==> src/rtl/alu_pkg.sv <==
package alu_pkg;

    localparam int unsigned DATA_W = 32;
    localparam int unsigned IMM_W  = 16;
    localparam int unsigned OP_W   = 3;

    typedef enum logic [OP_W-1:0] {
        OP_ADD = 3'd0,
        OP_SUB = 3'd1,
        OP_AND = 3'd2,
        OP_OR  = 3'd3,
        OP_NOR = 3'd4,
        OP_SLT = 3'd5,
        OP_SLL = 3'd6,
        OP_SRL = 3'd7
    } alu_op_e;

endpackage

==> src/rtl/alu_addsub.sv <==
module alu_addsub #(
    parameter int unsigned W = 32
) (
    input  logic [W-1:0] lhs_i,
    input  logic [W-1:0] rhs_i,
    input  logic         sub_i,
    output logic [W-1:0] sum_o,
    output logic         lt_o
);
    localparam int unsigned MSB = W - 1;

    logic [W-1:0] rhs_eff;
    logic         sign_differs;

    always_comb begin
        rhs_eff      = sub_i ? ~rhs_i : rhs_i;
        sum_o        = lhs_i + rhs_eff + {{(W-1){1'b0}}, sub_i};
        sign_differs = lhs_i[MSB] ^ rhs_i[MSB];
        // opposite signs: the negative one is smaller; same signs: the difference sign decides
        lt_o         = sign_differs ? lhs_i[MSB] : sum_o[MSB];
    end
endmodule

==> src/rtl/alu_bitwise.sv <==
module alu_bitwise #(
    parameter int unsigned W = 32
) (
    input  logic [W-1:0] lhs_i,
    input  logic [W-1:0] rhs_i,
    output logic [W-1:0] and_o,
    output logic [W-1:0] or_o,
    output logic [W-1:0] nor_o
);
    always_comb begin
        and_o = lhs_i & rhs_i;
        or_o  = lhs_i | rhs_i;
        nor_o = ~(lhs_i | rhs_i);
    end
endmodule

==> src/rtl/alu_barrel.sv <==
module alu_barrel #(
    parameter int unsigned W = 32
) (
    input  logic [W-1:0]         data_i,
    input  logic [$clog2(W)-1:0] amt_i,
    output logic [W-1:0]         left_o,
    output logic [W-1:0]         right_o
);
    localparam int unsigned STAGES = $clog2(W);

    logic [W-1:0] lft [STAGES+1];
    logic [W-1:0] rgt [STAGES+1];

    assign lft[0] = data_i;
    assign rgt[0] = data_i;

    for (genvar g = 0; g < STAGES; g++) begin : g_stage
        localparam int unsigned STEP = 1 << g;
        assign lft[g+1] = amt_i[g] ? (lft[g] << STEP) : lft[g];
        assign rgt[g+1] = amt_i[g] ? (rgt[g] >> STEP) : rgt[g];
    end

    assign left_o  = lft[STAGES];
    assign right_o = rgt[STAGES];
endmodule

==> src/rtl/alu_core.sv <==
module alu_core
    import alu_pkg::*;
#(
    parameter int unsigned W    = DATA_W,
    parameter int unsigned IMMW = IMM_W
) (
    input  logic                 clk,
    input  logic                 rst_n,
    input  logic [OP_W-1:0]      op_i,
    input  logic                 imm_en_i,
    input  logic [W-1:0]         a_i,
    input  logic [W-1:0]         b_i,
    input  logic [IMMW-1:0]      imm_i,
    input  logic [$clog2(W)-1:0] shamt_i,
    output logic [W-1:0]         result_o,
    output logic                 zero_o
);
    localparam int unsigned PAD_W = W - IMMW;

    typedef struct packed {
        logic [W-1:0] res;
        logic         zf;
    } out_t;

    out_t    out_d, out_q;
    alu_op_e op;
    logic [W-1:0] opb;
    logic [W-1:0] sum, and_r, or_r, nor_r, shl, shr;
    logic         lt;
    logic         do_sub;

    always_comb begin
        op     = alu_op_e'(op_i);
        opb    = imm_en_i ? {{PAD_W{1'b0}}, imm_i} : b_i;
        do_sub = (op == OP_SUB) || (op == OP_SLT);
    end

    alu_addsub #(.W(W)) u_addsub (
        .lhs_i (a_i),
        .rhs_i (opb),
        .sub_i (do_sub),
        .sum_o (sum),
        .lt_o  (lt)
    );

    alu_bitwise #(.W(W)) u_bitwise (
        .lhs_i (a_i),
        .rhs_i (opb),
        .and_o (and_r),
        .or_o  (or_r),
        .nor_o (nor_r)
    );

    alu_barrel #(.W(W)) u_barrel (
        .data_i  (opb),
        .amt_i   (shamt_i),
        .left_o  (shl),
        .right_o (shr)
    );

    always_comb begin
        out_d = '0;
        unique case (op)
            OP_ADD, OP_SUB: out_d.res = sum;
            OP_AND:         out_d.res = and_r;
            OP_OR:          out_d.res = or_r;
            OP_NOR:         out_d.res = nor_r;
            OP_SLT:         out_d.res = {{(W-1){1'b0}}, lt};
            OP_SLL:         out_d.res = shl;
            OP_SRL:         out_d.res = shr;
            default:        out_d.res = '0;
        endcase
        out_d.zf = (out_d.res == '0);
    end

    always_ff @(posedge clk or negedge rst_n) begin
        if (!rst_n) begin
            out_q.res <= '0;
            out_q.zf  <= 1'b1;
        end else begin
            out_q <= out_d;
        end
    end

    assign result_o = out_q.res;
    assign zero_o   = out_q.zf;
endmodule

==> config.mk <==
export PLATFORM = sky130hd
export DESIGN_NAME = alu_core
export DESIGN_NICKNAME = d
export VERILOG_FILES = /design/src/rtl/alu_pkg.sv /design/src/rtl/alu_addsub.sv /design/src/rtl/alu_bitwise.sv /design/src/rtl/alu_barrel.sv /design/src/rtl/alu_core.sv
export SDC_FILE = /design/constraint.sdc
export NUM_CORES = 1
export LEC_CHECK = 0
export BUFFER_PORTS_ARGS = -buffer_cell sky130_fd_sc_hd__buf_2
export CAP_MARGIN = 25
export CORE_MARGIN = 2
export CORE_UTILIZATION = 35
export CTS_BUF_LIST = sky130_fd_sc_hd__clkbuf_4 sky130_fd_sc_hd__clkbuf_8
export CTS_CLUSTER_SIZE = 14
export DETAILED_ROUTE_END_ITERATION = 10
export HOLD_SLACK_MARGIN = 0.1
export SKIP_LAST_GASP = 1
export SYNTH_ARGS = -nofsm -noshare
export SYNTH_HDL_FRONTEND = slang
export SYNTH_HIERARCHICAL = 1
export SYNTH_SLANG_ARGS = --single-unit
==> constraint.sdc <==
create_clock -name clk -period 0.8 [get_ports clk]
set_input_delay 0.08 -clock clk [delete_from_list [all_inputs] [get_ports clk]]
set_output_delay 0.08 -clock clk [all_outputs]
set_load 0.1 [all_outputs]
* After elaboration in Yosys (flattened, before gate mapping) *
Index checks and enable logic that the tools add are counted.

storage, ports and cells
  register bits = 33
  word-level logic and storage cells = 34

cells by class
  add/subtract/negate cells = 2
  equality and inequality tests = 7
  multiplexer cells = 14
  bitwise logic cells = 5
  reduce and logical (&&, ||, !) cells = 4

operators with widths
  kind                  count
  $mux W32              12
  $pmux W32 S7          1
  $not A32 Y32          2
  $add A32 B1 Y32       1
  $add A32 B32 Y32      1
  $and A32 B32 Y32      1
  $logic_not A32 Y1     1
  $or A32 B32 Y32       1
  $eq A3 B3 Y1 const B  4
  $eq A3 B2 Y1 const B  2
  $eq A3 B1 Y1 const B  1
  $logic_not A3 Y1      1
  $reduce_or A2 Y1      1
  $logic_or A1 B1 Y1    1
  $mux W1               1
  $xor A1 B1 Y1         1

* Longest topological paths before layout *
  word-level depth = 8
  mapped depth = 24

* By module *
Netlist, hierarchy kept.

modules (own cells, without submodules)
  module       instances  cells each  area an instance (um2)
  alu_barrel   1          499         4,209.0
  alu_core     1          361         3,031.7
  alu_addsub   1          304         2,143.3
  alu_bitwise  1          96          560.5

* Worst setup path after synthesis *
No wires, ideal clock.

  path type = input to register
  start point = in op_i[1]
  end point = reg out_q, in the netlist zero_o
  setup time = 0.063 ns
  arrival = 4.404 ns
  data required time = 0.737 ns
  setup slack = -3.667 ns
  cell stages on the path = 21
  buffers on the path = 6
  path through = buf_2 -> buf_2 -> buf_2 -> buf_1 -> nor2_1 -> buf_2 -> buf_1 -> xor2_1 -> ha_1 -> a21o_1 -> a21o_1 -> a21o_1 -> a31oi_4 -> a21oi_2 -> a21o_1 -> or4_1 -> and3_1 -> o22a_1 -> a2111o_1 -> nor4_1 -> and4_1

RTL lines
  what                  RTL line        source
  from (decl)           alu_core.sv:9   input logic [OP_W-1:0] op_i,
  to (signal assigned)  alu_core.sv:81  out_q <= out_d;
  to (decl)             alu_core.sv:25  out_t out_d, out_q;

==> metrics.cfg <==
[run_status]
status=finished, violations left
failed_checks=negative setup slack

[timing]
slew_headroom_pct=17.87
period_share_pct=476.6
hold_viol=0
timing.hold.ws_ps=186.7
fin_crit_ps=3812
setup_viol=66
rsz0062_at_grt=yes
slew_viol_final=0
tightest_slew_ps=1229
worst_slack_ps=-3012
fmax_mhz=262.3

[placed_design]
gp_congestion=1.055
portBuffers=123
dp_hpwl_um=43730

[drt]
wl_per_cell_um=25.47
drtPass1Iterations=9
ant_nets=0
drc_errors=0
drt_iter0_drc=1663
post_drt_via_cell_ratio=6.100
wl_met2_um=25350
drt-met1-wl_um=22880
drt-total-wl_um=57470
wl_met3_um=6072
top_layer=met4
via_count=13760

[logic_synthesis]
synth-edff-count=0
yosys.area.top_type=mux4_2
synth-warning-count=6
syn_area_um2=9945
synth.area.top_cells=mux4_2 9.7%, dfrtp_1 8.1%, mux2i_1 6.8%
synth-seq-cells=33
netlist.area_leader.share_pct=9.738
ys.flop_type=dfrtp_1
syn_nets=1382
synthArstFlopShare_pct=100.0
synth_cells=1260
syn_avg_cell_area_um2=7.892
synth_cell_types=99
ys_seq_area_share_pct=8.317

[die]
die_h_um=172.6
die-area_um2=29780
die_x_um=172.6
core_um2=27860
ioPinCount=124
rows=61
start_util_pct=35.70

[run]
max_cap_viol_count=0

[global_route]
grt_pass1_vias=13210
grt_max_degree=62
grtUsageTotal_pct=36.36
grt_antenna_before_repair=0
grt_pass1_wl_um=82910
grt.overflow.total=0

[critical_path]
cp_slowest_cell=a2111o_1
cp-startpoint=imm_en_i
cpMostUsedCell=buf_12
worstSetupStartpointType=input pin
worstSetupPathDepth=19
arrival_ps=4050
endpoint_kind=register
critPathTopFamily=simple AND/OR/NAND/NOR gates
slowest_delay_ps=410
crit_type=in -> reg
crit_chain=buf_8, buf_12, buf_12, mux2_4, xor2_1, ha_1, nand4_1, buf_4, nor4_4, nand3_1, o211ai_1, o31ai_4, nand2b_1, a41oi_2, xnor2_1, or3_1, a2111o_1, nor4_1, and4_1
worstPathMaxFanout=7
crit_buf_inv=4
cp-endpoint=zero_o
required_ps=1040

[clock_network]
htreeDepth=2
clock_sinks=33
numCtsBuffers=5
clk_pin_slew_ps=70
clk_path_buf_depth=2
root_buffer=clkbuf_8
cts_tree=done

[finish]
antenna-diode-count=0
postLayoutCoreUtil_pct=63.09
nets=1999
nFillCells=2345
syn_to_final_growth_pct=76.72
drive_above_1_share_pct=58.63

[pwr]
pwr_density_cell_nw_per_um2=1232
leakage_nw=7.870
vdd_drop_max_v=0.0009404

[worst_hold_path]
min_path_type=in -> async

-- through the flow --
step / instance area [um^2] / total power, mW / cells / TNS [ps] / worst slack (ps)
2_1_floorplan: 10170 / 9.886 / 1260 / -69910 / -3158
3_3_place_gp: 15120 / 17.03 / 2156 / -82390 / -3606
3_5_place_dp: 15120 / 17.07 / 2156 / -82780 / -3552
4_1_cts: 16770 / 19.98 / 2237 / -73410 / -2849
5_1_grt: 17570 / 22.46 / 2256 / -78380 / -3134
6_report: 17570 / 21.65 / 2256 / -75280 / -3012
-- kinds of logic after synthesis --
kind of cell / share of synthesized area, %
AND/OR/NAND/NOR: 24.51
AO/OA/AOI/OAI: 26.71
multiplexers: 24.23
buffers and inverters: 7.096
XOR/XNOR: 5.159
flip-flops: 8.317
adder cells (fa/ha/maj): 3.976
-- layout by cell type (no fill, tap or decap), types with 22 or more instances in the layout --
| cell type | count |
|---|---|
| xor2_1 | 29 |
| nand3_1 | 29 |
| a21oi_1 | 66 |
| buf_2 | 86 |
| and2_2 | 32 |
| nand2b_1 | 32 |
| buf_6 | 44 |
| dfrtp_2 | 32 |
| ha_1 | 24 |
| mux4_2 | 48 |
| nor2_1 | 104 |
| nand2_1 | 65 |
| nor2b_1 | 27 |
| or2_1 | 33 |
| mux2i_1 | 59 |
| mux2_4 | 22 |
| buf_4 | 523 |
| buf_12 | 62 |
-- registers in the layout, indices dropped and copies added, names as in the netlist --
name,count
result_o,32
zero_o,1
-- area by class of cell --
class | instances | area, um^2 | area share, %
clock buffer | 6 | 76.32 | 0.4343
clock inverter | 2 | 10.01 | 0.05696
inverter | 26 | 103.9 | 0.5909
multi-input combinational | 1088 | 9823 | 55.89
sequential | 33 | 867.1 | 4.934
tap | 378 | 473.0 | 2.691
timing repair buffer | 723 | 6221 | 35.40
-- layer usage --
| metal | vias to the layer above | global-route usage, % |
|---|---|---|
| met1 | 6641 | 47.67 |
| met5 | - | 0 |
| li1 | 6020 | - |
| met3 | 168 | 8.729 |
| met2 | 932 | 56.83 |
| met4 | 0 | 16.10 |
-- cell usage after synthesis (10+ instances only) --
cell type and count:
xor2_1 43, nand2b_1 33, dfrtp_1 32, xnor2_1 13
o21ai_0 37, nand2_1 80, a221oi_1 24, a21o_1 14
mux2_2 38, o221ai_1 10, a21oi_1 94, and2_1 21
nor3_1 19, buf_6 12, ha_1 30, and2_2 32
o22ai_1 18, a22oi_1 20, clkbuf_1 39, a211oi_1 18
nor2_1 115, o211ai_1 19, nor2b_1 41, buf_2 40
inv_1 23, buf_1 13, mux4_1 11, nand3_1 33
mux2i_1 68, a32oi_1 11, mux4_2 43, or2_1 33
-- where the power goes --
part           internal [mW]  switching (mW)  total, mW
Clock                  0.636           0.630       1.27
Sequential              1.96           0.212       2.18
Combinational           8.43            9.77       18.2
-- how the worst min path moves through the flow --
stage	from	to	slack (ps)
after floorplan	rst_n	result_o[0]	-220
after detailed placement	rst_n	result_o[28]	-40
after global placement	rst_n	result_o[29]	-50
final	rst_n	result_o[31]	190
after CTS	rst_n	result_o[28]	180
after global routing	rst_n	result_o[28]	200
-- repair_timing --
| action | CTS | global route |
|---|---|---|
| endpoints found under the hold margin | 33 | 0 |
| resized for setup | 223 | 143 |
| setup buffers | 84 | 36 |
| endpoints found under the setup margin | 66 | 66 |
| hold buffers | 1 | 0 |
| cloned | 3 | 0 |
| pin swaps | 104 | 107 |
No activity file was read; power rests on OpenSTA's default activity.
